$ cat src/rtl/pwp_pkg.sv
package pwp_pkg;
  localparam int COLOR_W = 3;

  // Bit order matches the processor port: [4] strobe, [3] clear, [2:0] colour.
  typedef struct packed {
    logic               stb;
    logic               clr;
    logic [COLOR_W-1:0] color;
  } cpu_port_t;

  localparam int PORT_W = $bits(cpu_port_t);
endpackage

$ cat src/rtl/pwp_sync.sv
module pwp_sync #(
  parameter int W      = 5,
  parameter int STAGES = 2
) (
  input  logic         clk,
  input  logic         rst,
  input  logic [W-1:0] d_i,
  output logic [W-1:0] q_o
);
  logic [W-1:0] stg [STAGES];

  genvar g;
  generate
    for (g = 0; g < STAGES; g++) begin : g_stage
      if (g == 0) begin : g_first
        always_ff @(posedge clk) begin
          if (rst) stg[0] <= '0;
          else     stg[0] <= d_i;
        end
      end else begin : g_next
        always_ff @(posedge clk) begin
          if (rst) stg[g] <= '0;
          else     stg[g] <= stg[g-1];
        end
      end
    end
  endgenerate

  assign q_o = stg[STAGES-1];
endmodule

$ cat src/rtl/pwp_edge.sv
module pwp_edge (
  input  logic clk,
  input  logic rst,
  input  logic lvl_i,
  output logic rise_o
);
  logic prev_q;

  always_ff @(posedge clk) begin
    if (rst) prev_q <= 1'b0;
    else     prev_q <= lvl_i;
  end

  assign rise_o = lvl_i & ~prev_q;

  AST_RISE_SINGLE: assert property (@(posedge clk) disable iff (rst)
    rise_o |=> !rise_o);
endmodule

$ cat src/rtl/pwp_addr_ctr.sv
module pwp_addr_ctr #(
  parameter int AW = 18
) (
  input  logic          clk,
  input  logic          rst,
  input  logic          clr_i,
  input  logic          inc_i,
  output logic [AW-1:0] ptr_o
);
  logic [AW-1:0] ptr_q;

  always_ff @(posedge clk) begin
    if (rst || clr_i) ptr_q <= '0;
    else if (inc_i)   ptr_q <= ptr_q + 1'b1;
  end

  assign ptr_o = ptr_q;

  AST_PTR_STEP: assert property (@(posedge clk) disable iff (rst)
    (inc_i && !clr_i) |=> ptr_q == AW'($past(ptr_q) + 1'b1));
  AST_PTR_CLEAR: assert property (@(posedge clk) disable iff (rst)
    clr_i |=> ptr_q == '0);
endmodule

$ cat src/rtl/pixel_wr_port.sv
module pixel_wr_port #(
  parameter int AW          = 18,
  parameter int SYNC_STAGES = 2
) (
  input  logic                        clk,
  input  logic                        rst,
  input  logic [pwp_pkg::PORT_W-1:0]  cpu_port_i,
  input  logic                        wr_ready_i,
  output logic                        wr_valid_o,
  output logic [AW-1:0]               wr_addr_o,
  output logic [pwp_pkg::COLOR_W-1:0] wr_color_o,
  output logic                        overrun_o
);
  import pwp_pkg::*;

  logic [PORT_W-1:0]  port_sync;
  cpu_port_t          port_s;
  logic               stb_rise;
  logic               wr_edge;
  logic               clr_edge;
  logic               accept;
  logic               load;
  logic               drop;
  logic [AW-1:0]      ptr;
  logic               valid_q;
  logic [AW-1:0]      addr_q;
  logic [COLOR_W-1:0] color_q;
  logic               ovr_q;

  pwp_sync #(.W(PORT_W), .STAGES(SYNC_STAGES)) sync_i (
    .clk(clk), .rst(rst), .d_i(cpu_port_i), .q_o(port_sync)
  );

  assign port_s = cpu_port_t'(port_sync);

  pwp_edge edge_i (
    .clk(clk), .rst(rst), .lvl_i(port_s.stb), .rise_o(stb_rise)
  );

  // Clear and colour come from the same synchronized word as the strobe edge.
  assign wr_edge  = stb_rise & ~port_s.clr;
  assign clr_edge = stb_rise &  port_s.clr;
  assign accept   = valid_q & wr_ready_i;
  assign load     = wr_edge & (~valid_q | wr_ready_i);
  assign drop     = wr_edge & valid_q & ~wr_ready_i;

  pwp_addr_ctr #(.AW(AW)) ctr_i (
    .clk(clk), .rst(rst), .clr_i(clr_edge), .inc_i(load), .ptr_o(ptr)
  );

  always_ff @(posedge clk) begin
    if (rst) begin
      valid_q <= 1'b0;
      addr_q  <= '0;
      color_q <= '0;
    end else if (load) begin
      valid_q <= 1'b1;
      addr_q  <= ptr;
      color_q <= port_s.color;
    end else if (accept) begin
      valid_q <= 1'b0;
    end
  end

  always_ff @(posedge clk) begin
    if (rst)       ovr_q <= 1'b0;
    else if (drop) ovr_q <= 1'b1;
  end

  assign wr_valid_o = valid_q;
  assign wr_addr_o  = addr_q;
  assign wr_color_o = color_q;
  assign overrun_o  = ovr_q;

  AST_HOLD_REQ: assert property (@(posedge clk) disable iff (rst)
    (wr_valid_o && !wr_ready_i) |=> (wr_valid_o && $stable(wr_addr_o) && $stable(wr_color_o)));
  AST_OVR_STICKY: assert property (@(posedge clk) disable iff (rst)
    overrun_o |=> overrun_o);
  AST_RST_CLEAR: assert property (@(posedge clk)
    rst |=> (!wr_valid_o && !overrun_o));
  AST_OVR_CAUSE: assert property (@(posedge clk) disable iff (rst)
    $rose(overrun_o) |-> $past(wr_valid_o && !wr_ready_i));
endmodule

$ cat config.mk
export PLATFORM = sky130hd
export DESIGN_NAME = pixel_wr_port
export DESIGN_NICKNAME = d
export VERILOG_FILES = /design/src/rtl/pwp_pkg.sv /design/src/rtl/pwp_sync.sv /design/src/rtl/pwp_edge.sv /design/src/rtl/pwp_addr_ctr.sv /design/src/rtl/pixel_wr_port.sv
export SDC_FILE = /design/constraint.sdc
export NUM_CORES = 1
export LEC_CHECK = 0
export ABC_AREA = 1
export CAP_MARGIN = 20
export CORE_ASPECT_RATIO = 1.1
export CORE_MARGIN = 2
export CORE_UTILIZATION = 35
export DETAILED_ROUTE_END_ITERATION = 7
export PLACE_DENSITY = 0.58
export SYNTH_ARGS = -nofsm -noshare
export SYNTH_HDL_FRONTEND = slang
export SYNTH_SLANG_ARGS = --single-unit
$ cat constraint.sdc
create_clock -name clk -period 1.45 [get_ports clk]
set_clock_uncertainty 0.1 [all_clocks]
set_input_delay 0.435 -clock clk [delete_from_list [all_inputs] [get_ports clk]]
set_output_delay 0.435 -clock clk [all_outputs]
set_load 0.01 [all_outputs]
Word level (Yosys, flattened, before mapping)
Memories as Yosys holds them, arrays and structs flattened.
Index checks and enable logic that the tools add are counted.
{ "totals": {"output_inout_bits": 23, "elab_cells": 31, "mem_bits_rw": 10, "memories": 1, "ff_bits": 42, "input_bits": 8} }
{ "classes": {"n_bitwise": 14, "reduce_logical": 2, "add_sub_neg": 1, "n_mux": 7} }
{ "memory_table": {"columns": ["name", "depth", "width", "read_ports", "rd_clocked_by_memory_dff", "wr", "line_no", "rtl"], "rows": [
  ["sync_i.stg", 2, 5, 2, 0, 2, "pwp_sync.sv:10", "logic [W-1:0] stg [STAGES];"]
]} }
{ "ops": {"columns": ["operator", "n"], "rows": [
  ["18-bit by 1-bit adder with 18-bit output, second input constant", 1],
  ["5-bit two-way mux", 2],
  ["1-bit bitwise AND", 7],
  ["1-bit two-way mux", 5],
  ["1-bit inverter", 4],
  ["1-bit OR", 3],
  ["2-bit nonzero test", 1],
  ["1-bit logical OR", 1]
]} }

Logic depth before layout (Yosys ltp)
Gate-level depths: netlist of the first run.
{ "logic_depth": {"depth_word": 5, "mapped_depth": 10, "ltp_nobuf": 9} }

Cells and area by module
Synthesis of the first run repeated with hierarchy kept, for this count alone.
{ "hier_totals": {"cells_unflattened": 319, "area_unflattened_um2": 2359.8} }
{ "by_module_without_submodules": {"columns": ["module", "cells_each", "area_per_inst_um2", "instances", "seq_area_each_um2"], "rows": [
  ["pixel_wr_port", 152, 1102.3, 1, 460.4],
  ["pwp_addr_ctr", 132, 939.7, 1, 360.3],
  ["pwp_sync", 31, 286.5, 1, 200.2],
  ["pwp_edge", 4, 31.3, 1, 20.0]
]} }

Worst setup path after synthesis of the first run
Ideal clock, no wire load.
{ "synth_path": {"path_type": "flip-flop to flip-flop", "startpoint": "reg ctr_i.ptr_q[0] (netlist: ctr_i.ptr_o[0])", "endpoint": "reg ctr_i.ptr_q[6] (netlist: ctr_i.ptr_o[6])", "setup_ns": 0.117, "path_stages_with_launch": 9, "synth_period_minus_slack_ns": 1.409, "slack_ns": 0.041, "required_time_ns": 1.233, "t_arrival_ns": 1.192, "path_buffers": 1, "path_cell_list": "dfxtp_1 ha_1 nand2_1 nor2_2 nand2_1 nor2_2 buf_6 xor2_1 nor2_1"} }
{ "synth_via": {"elab_chain_cells": 1} }
{ "synth_rtl": {"columns": ["item", "line_no", "rtl"], "rows": [
  ["start, declared", "pwp_addr_ctr.sv:10", "logic [AW-1:0] ptr_q;"],
  ["start signal, assigned", "pwp_addr_ctr.sv:14", "else if (inc_i) ptr_q <= ptr_q + 1'b1;"],
  ["18-bit by 1-bit adder with 18-bit output", "pwp_addr_ctr.sv:14", null]
]} }
No other way between the ends.
A chain may end at the register's enable or synchronous reset.

Worst setup path in the final report of the first run
{ "layout_path": {"startpoint": "reg ctr_i.ptr_q[1] (netlist: ctr_i.ptr_o[1])", "endpoint": "reg ctr_i.ptr_q[12] (netlist: ctr_i.ptr_o[12])"} }
Same word-level chain as after synthesis.

==> metrics.md, run 1 <==
| Metric | Value |
|---|---|
| Crit path DAT | 1.58 ns |
| Critical-path maximum fanout | 5 |
| Mean Syn Cell Area | 7.59 µm² |
| Final wirelength | 4.38 mm |
| Worst slew pin tran | 0.340 ns |
| Initial DRC Count | 99 |
| Die height | 84.9 µm |
| Clk pwr share | 38.9% |
| Residual DRC | 0 |
| Crit path time final | 1.47 ns |
| Vias in the first global route | 1667 |
| Port Buffer Count | 30 |
| CTS tree | yes |
| HP Class | flip-flop to flip-flop |
| Switching Share | 21.5% |
| Ant diodes | 0 |
| Psw | 0.597 mW |
| R2R setup slack | -0.02 ns |
| Peak supply drop | 0.539 mV |
| Vias | 1783 |
| Int Power | 2.17 mW |
| Synth top area share | 50.0% |
| Sequential-to-total area share from yosys stat | 50.0% |
| Seq cells post-synth | 52 |
| Most frequent cells in the layout | 47 x nor2_1, 47 x dfxtp_1, 38 x inv_1, 34 x nand2_1, 20 x a21oi_1 |
| RD Place Congestion | 0.823 |
| Via density per instance | 4.47 |
| Pins Over Slew Limit | 0 |
| Post-layout util | 47.9% |
| Global-route wire length before repair | 7.45 mm |
| Worst EP required | 1.56 ns |
| Hold EP | sync_i.stg[1][1] |
| CTS buffer count | 5 |
| Reg power frac | 53.8% |
| Critical path type | flip-flop to flip-flop |
| Synth area leader | dfxtp_1 |
| RR Endpoint | ctr_i.ptr_o[12] |
| Starting Density | 36.1% |
| Relative slew slack | 77.3% |
| Logic pwr share | 7.3% |
| Layout cell share with drive strength beyond 1 | 24.5% |
| Status | finished, violations left |
| Min Hold Slack | 0.304 ns |
| Yosys cell types | 26 |
| Syn Inst Count | 274 |
| Fill cells | 569 |
| Startpoint types | flip-flop |
| Sequential Area | 1050 µm² |
| Unrepaired setup endpoints after global routing | yes |
| Nets@finish | 330 |
| All-Layer GR Usage | 14.0% |
| Hold depth | 2 |
| Std-Cell Rows | 29 |
| Largest net degree at the start of global routing | 19 |
| Fin worst setup slack | -0.0222 ns |
| Reg2reg path depth | 9 |
| Die area | 6580 µm² |
| Initial antenna violation count | 0 |
| Mapped Nets | 283 |
| Dpl hpwl | 2.95 mm |
| Largest cells by area after synthesis | dfxtp_1 50%, nor2_1 9.0%, nand2_1 7.2%, inv_1 7.0%, a21oi_1 5.3% |
| Period utilization | 102% |
| Area of the multi-input gates | 917 µm² |
| Cell Area, Synth | 2080 µm² |
| Total congestion overflow | 0 |
| Die width | 77.5 µm |
| Clk root buf | clkbuf_8 |
| # setup viols final | 2 |
| Synth warn | 0 |
| HP Start | sync_i.stg[0][1] |
| Antenna Nets Post-Route | 0 |
| Clk buf depth | 2 |
| Crit end category | flip-flop |
| Final Hold Fails | 0 |
| F_max | 0.679 GHz |
| First-pass iteration count of the detailed router | 4 |
| Max-Cap Viols | 0 |
| Clock sinks | 52 |
| DR WL/cell | 11.0 µm |
| Clk slew on worst S/H paths | 0.09 ns |
| Reg-to-reg startpoint | ctr_i.ptr_o[1] |
| Worst-skew pair later-pin latency | 0.30 ns |
| I/O Pins | 31 |
| Core ar. | 5770 µm² |
| LEAKAGE | 1.18 nW |
| H-tree levels | 2 |
| Failing checks | negative setup slack |
| Syn-to-layout area delta | 32.7% |
| PwrDens | 1000 nW/µm² |
## per-stage QoR
step	power, mW	std cells	area (µm²)	setup TNS, ns	worst slack [ns]
global placement	1.74	387	2550	-16.71	-0.560
detailed placement	1.74	387	2550	-16.95	-0.587
finish	2.77	399	2760	-0.0307	-0.0222
global route	2.89	399	2760	-0.495	-0.0900
floorplan	1.63	274	2080	0	0.0406
CTS	2.80	397	2720	0	0.000424
## Yosys cell counts
master and instances:
buf_4 3, a21oi_1 22, nor2_4 1, clkbuf_1 2
inv_2 2, nor3_4 1, nand3_2 1, a31oi_1 2
dfxtp_1 52, nor3_1 3, inv_1 39, a211oi_1 2
nand3_1 8, ha_1 1, nor2_1 50, nand3b_1 1
buf_2 4, nor2_2 3, and3_1 1, xor2_1 3
nand2_1 40, o21ai_1 1, nand3_4 1, buf_6 1
o21ai_0 20, nand4_1 10
## timing repair
| action | in CTS | in global routing |
|---|---|---|
| pin swaps | 4 | 14 |
| setup buffers | 2 | 1 |
| cloned | 0 | 1 |
| endpoints found under the setup margin | 62 | 40 |
| hold buffers | 0 | 0 |
| resized for setup | 44 | 53 |
## worst max-delay path by stage
stage / cells after the start / to / from / slack [ns]
global placement: 9 / ctr_i.ptr_o[4] / wr_ready_i / -0.56
floorplan: 8 / ctr_i.ptr_o[6] / ctr_i.ptr_o[0] / 0.04
finish: 9 / ctr_i.ptr_o[12] / ctr_i.ptr_o[1] / -0.02
global route: 9 / ctr_i.ptr_o[16] / ctr_i.ptr_o[1] / -0.09
CTS: 10 / ctr_i.ptr_o[12] / ctr_i.ptr_o[0] / 0.0004
detailed placement: 9 / ctr_i.ptr_o[4] / wr_ready_i / -0.59
## per-layer routing
layer / vias to the layer above / wire length (µm) / GRT usage [%]
met5: - / 0 / 0
met4: 0 / 80 / 5.84
met3: 5 / 157 / 3.19
met2: 33 / 1950 / 22.0
met1: 783 / 2180 / 18.5
li1: 962 / - / -
## worst max-delay path, cell delays in order, from the launching register on
cell	delay [ns]
dfxtp_2	0.36
ha_4	0.15
nand2_4	0.05
nor2_4	0.11
nand2_2	0.07
nor2_4	0.17
clkbuf_16	0.18
nand4_1	0.07
nand2_1	0.07
nor2_1	0.05
## kinds of logic (layout without fill, tap and decap cells)
logic type	Yosys count	in the layout	synth area share (%)
buffers and inverters	51	99	10.3
xor gates and xnor gates	3	3	1.26
DFF	52	52	50.0
adders and majority gates	1	1	0.601
AOI/OAI and AO/OA	47	47	11.7
and+or+nand+nor	120	120	26.1
## final cells by class
class | instances | share of cell area [%]
Clock buffer | 7 | 3.49
Clock inverter | 1 | 1.09
Inverter | 41 | 5.57
Multi-Input combinational cell | 171 | 33.2
Sequential cell | 52 | 37.9
Tap cell | 77 | 3.49
Timing Repair Buffer | 50 | 15.2
## state kept, by name, summed over array words and instances (netlist names)
| register | count |
|---|---|
| overrun_o | 1 |
| wr_color_o | 3 |
| wr_addr_o | 18 |
| edge_i.prev_q | 1 |
| sync_i.stg | 10 |
| ctr_i.ptr_o | 18 |
| wr_valid_o | 1 |
## power by group through the flow
stage	clock network, mW	registers (mW)	logic (mW)
final	1.08	1.49	0.202
after global routing	1.16	1.50	0.228
after CTS	1.10	1.49	0.210
after detailed placement	0	1.52	0.214
after global placement	0	1.52	0.212
after floorplan	0	1.54	0.0935
Note: power is estimated with default switching activity, not from simulation.
==> run 2, diff against run 1 <==
DONT_BUFFER_PORTS = 1   (was default)
PLACE_DENSITY = 0.55   (was 0.58)
==> metrics.md, run 2 (synthesis results as in run 1) <==
| Metric | Value |
|---|---|
| CTS buffer count | 5 (unchanged) |
| HP Class | input pin to flip-flop |
| Fill cells | 595 (+4.6%) |
| Dpl hpwl | 2.99 mm (+1.6%) |
| Cells along the critical path | ha_4 -> nand2_2 -> nor2_2 -> nand2_1 -> nor2_2 -> buf_6 -> nand3_2 -> nand2_1 -> inv_1 -> nor2_1 |
| Die area | 6580 µm² (unchanged) |
| Clk slew on worst S/H paths | 0.09 ns (about the same) |
| Initial antenna violation count | 0 (unchanged) |
| Commonest non-fill, non-tap cell in the layout | dfxtp_1 |
| Layout Cells excl Fill | 371 (-7.0%) |
| Residual DRC | 0 (unchanged) |
| Startpoint types | flip-flop |
| Core ar. | 5770 µm² (unchanged) |
| Crit path depth | 10 (+1) |
| Final Hold Fails | 0 (unchanged) |
| Peak supply drop | 0.406 mV (-25%) |
| Antenna Nets Post-Route | 0 (unchanged) |
| Pins Over Slew Limit | 0 (unchanged) |
| DR WL/cell | 11.3 µm (+3.0%) |
| RD Place Congestion | 0.770 (-6.4%) |
| Syn-to-layout area delta | 17.4% |
| Relative slew slack | 74.8% (-2.5 points) |
| Critical path type | flip-flop to flip-flop |
| Ant diodes | 0 (unchanged) |
| Worst slew pin tran | 0.376 ns (+0.0367 ns) |
| Delay-heaviest family, CP | simple AND/OR/NAND/NOR gates |
| Status | completed |
| Crit path time final | 1.43 ns (-0.0438 ns) |
| Initial DRC Count | 57 (-42%) |
| Crit path largest cell delay | 0.36 ns (about the same) |
| Post-layout util | 42.3% (-5.5 points) |
| Clk root buf | clkbuf_8 |
| F_max | 0.700 GHz (+3.1%) |
| Reg-to-reg startpoint | ctr_i.ptr_o[1] |
| Clk buf depth | 2 (unchanged) |
| Port Buffer Count | 0 (-100%) |
| Via density per instance | 4.58 (+2.5%) |
| Layout cell share with drive strength beyond 1 | 16.7% (-7.9 points) |
| I/O Pins | 31 (unchanged) |
| Critical Path End | ctr_i.ptr_o[12] |
| Global-route wire length before repair | 7.22 mm (-3.2%) |
| LEAKAGE | 0.992 nW (-16%) |
| First-pass iteration count of the detailed router | 4 (unchanged) |
| R2R setup slack | 0.02 ns (+0.04 ns) |
| Max-Cap Viols | 0 (unchanged) |
| CTS tree | yes |
| Critical path launch point | ctr_i.ptr_o[1] |
| Crit path DAT | 1.57 ns (about the same) |
| Sequential Area | 1040 µm² (-0.36%) |
| Vias | 1700 (-4.7%) |
| # setup viols final | 0 (-2) |
| Std-Cell Rows | 29 (unchanged) |
| Unrepaired setup endpoints after global routing | yes |
| H-tree levels | 2 (unchanged) |
| Reg2reg path depth | 10 (+1) |
| PwrDens | 1070 nW/µm² (+7.1%) |
| Post-DP Area | 2280 µm² (-11%) |
| Cts hold-fix bufs | 0 (unchanged) |
| Clock sinks | 52 (unchanged) |
| Final wirelength | 4.19 mm (-4.2%) |
| Final instance area | 2440 µm² (-12%) |
| Nets@finish | 302 (-8.5%) |
| Largest net degree at the start of global routing | 19 (unchanged) |
| CP bufs+invs | 2 (+1) |
| Slowest cell on crit path | dfxtp_2 |
| Period utilization | 98.5% (-3.0 points) |
| Most frequent cells in the layout | 50 x dfxtp_1, 47 x nor2_1, 39 x inv_1, 38 x nand2_1 |
| Inst Count DP | 362 (-6.5%) |
| Critical-path maximum fanout | 8 (+3) |
| Vias in the first global route | 1588 (-4.7%) |
| Area of the multi-input gates | 868 µm² (-5.3%) |
| Starting Density | 36.1% (unchanged) |
| Crit end category | flip-flop |
| Die height | 84.9 µm (unchanged) |
| HP Start | rst |
| Worst EP required | 1.59 ns (+0.03 ns) |
| Die width | 77.5 µm (unchanged) |
| Worst-skew pair later-pin latency | 0.30 ns (about the same) |
| Total congestion overflow | 0 (unchanged) |
| All-Layer GR Usage | 13.6% (-0.31 points) |
| RR Endpoint | ctr_i.ptr_o[12] |
-- run 2: changes by cell type in the layout (fill, tap and decap cells not counted), moves of 4 or more --
cell,previous run,this run
buf_4,15,21
clkbuf_2,18,0
clkdlybuf4s50_1,6,0
nand2_1,34,38
-- run 2: worst min path at each step --
stage,slack [ns],endpoint,cells after the start
finish,0.09,sync_i.stg[0][4],1
global route,0.07,sync_i.stg[0][4],1
CTS,0.08,sync_i.stg[1][0],1
detailed placement,0.30,sync_i.stg[1][3],2
global placement,0.29,sync_i.stg[1][2],2
floorplan,0.29,sync_i.stg[1][0],2
-- run 2: power breakdown --
part / switching, mW / total, mW / internal (mW)
logic: 0.0750 / 0.124 / 0.0492
registers: 0.0363 / 1.51 / 1.47
clock network: 0.481 / 0.992 / 0.511
-- run 2: metrics by stage --
| stage | setup WS, ns | power, mW | TNS (ns) | hold WS, ns |
|---|---|---|---|---|
| after floorplan | 0.0406 | 1.63 | 0 | 0.288 |
| after global placement | -0.0174 | 1.66 | -0.0318 | 0.290 |
| after detailed placement | -0.0416 | 1.67 | -0.102 | 0.297 |
| after CTS | 0.00360 | 2.67 | 0 | 0.0755 |
| after global routing | -0.0796 | 2.75 | -0.486 | 0.0665 |
| final | 0.0216 | 2.62 | 0 | 0.0885 |
-- run 2: worst reg2reg max path, stage by stage (launching register included) --
cell and delay [ns]:
dfxtp_2 0.36, ha_4 0.14, nand2_2 0.05, nor2_2 0.12, nand2_1 0.07, nor2_2 0.13
buf_6 0.14, nand3_2 0.06, nand2_1 0.07, inv_1 0.04, nor2_1 0.08
-- run 2: cell type report --
type,count,share of cell area (%)
inverters,41,6.30
flip-flops and latches,52,42.7
clock buffers,5,2.82
repair buffers,22,6.92
well taps,77,3.94
multi-input cells,171,35.6
clock inverters,3,1.74
-- run 2: what timing repair did --
| item | in CTS | in global routing |
|---|---|---|
| pin swaps | 1 | 10 |
| setup endpoints to repair | 2 | 21 |
| buffers inserted | 0 | 1 |
| resized for setup | 3 | 10 |
-- run 2: per-layer routing --
| metal | vias up | part of all wire [%] | global-route usage, % |
|---|---|---|---|
| li1 | 905 | - | - |
| met4 | 0 | 1.7 | 5.36 |
| met1 | 763 | 50 | 17.9 |
| met3 | 5 | 4.4 | 3.72 |
| met5 | - | 0 | 0 |
| met2 | 27 | 43 | 21.4 |
==> run 3, diff against run 2 <==
SLEW_MARGIN = 20   (was default)
==> results of run 3 <==
The final DEF is identical to that of run 2; final timing and power are the same.
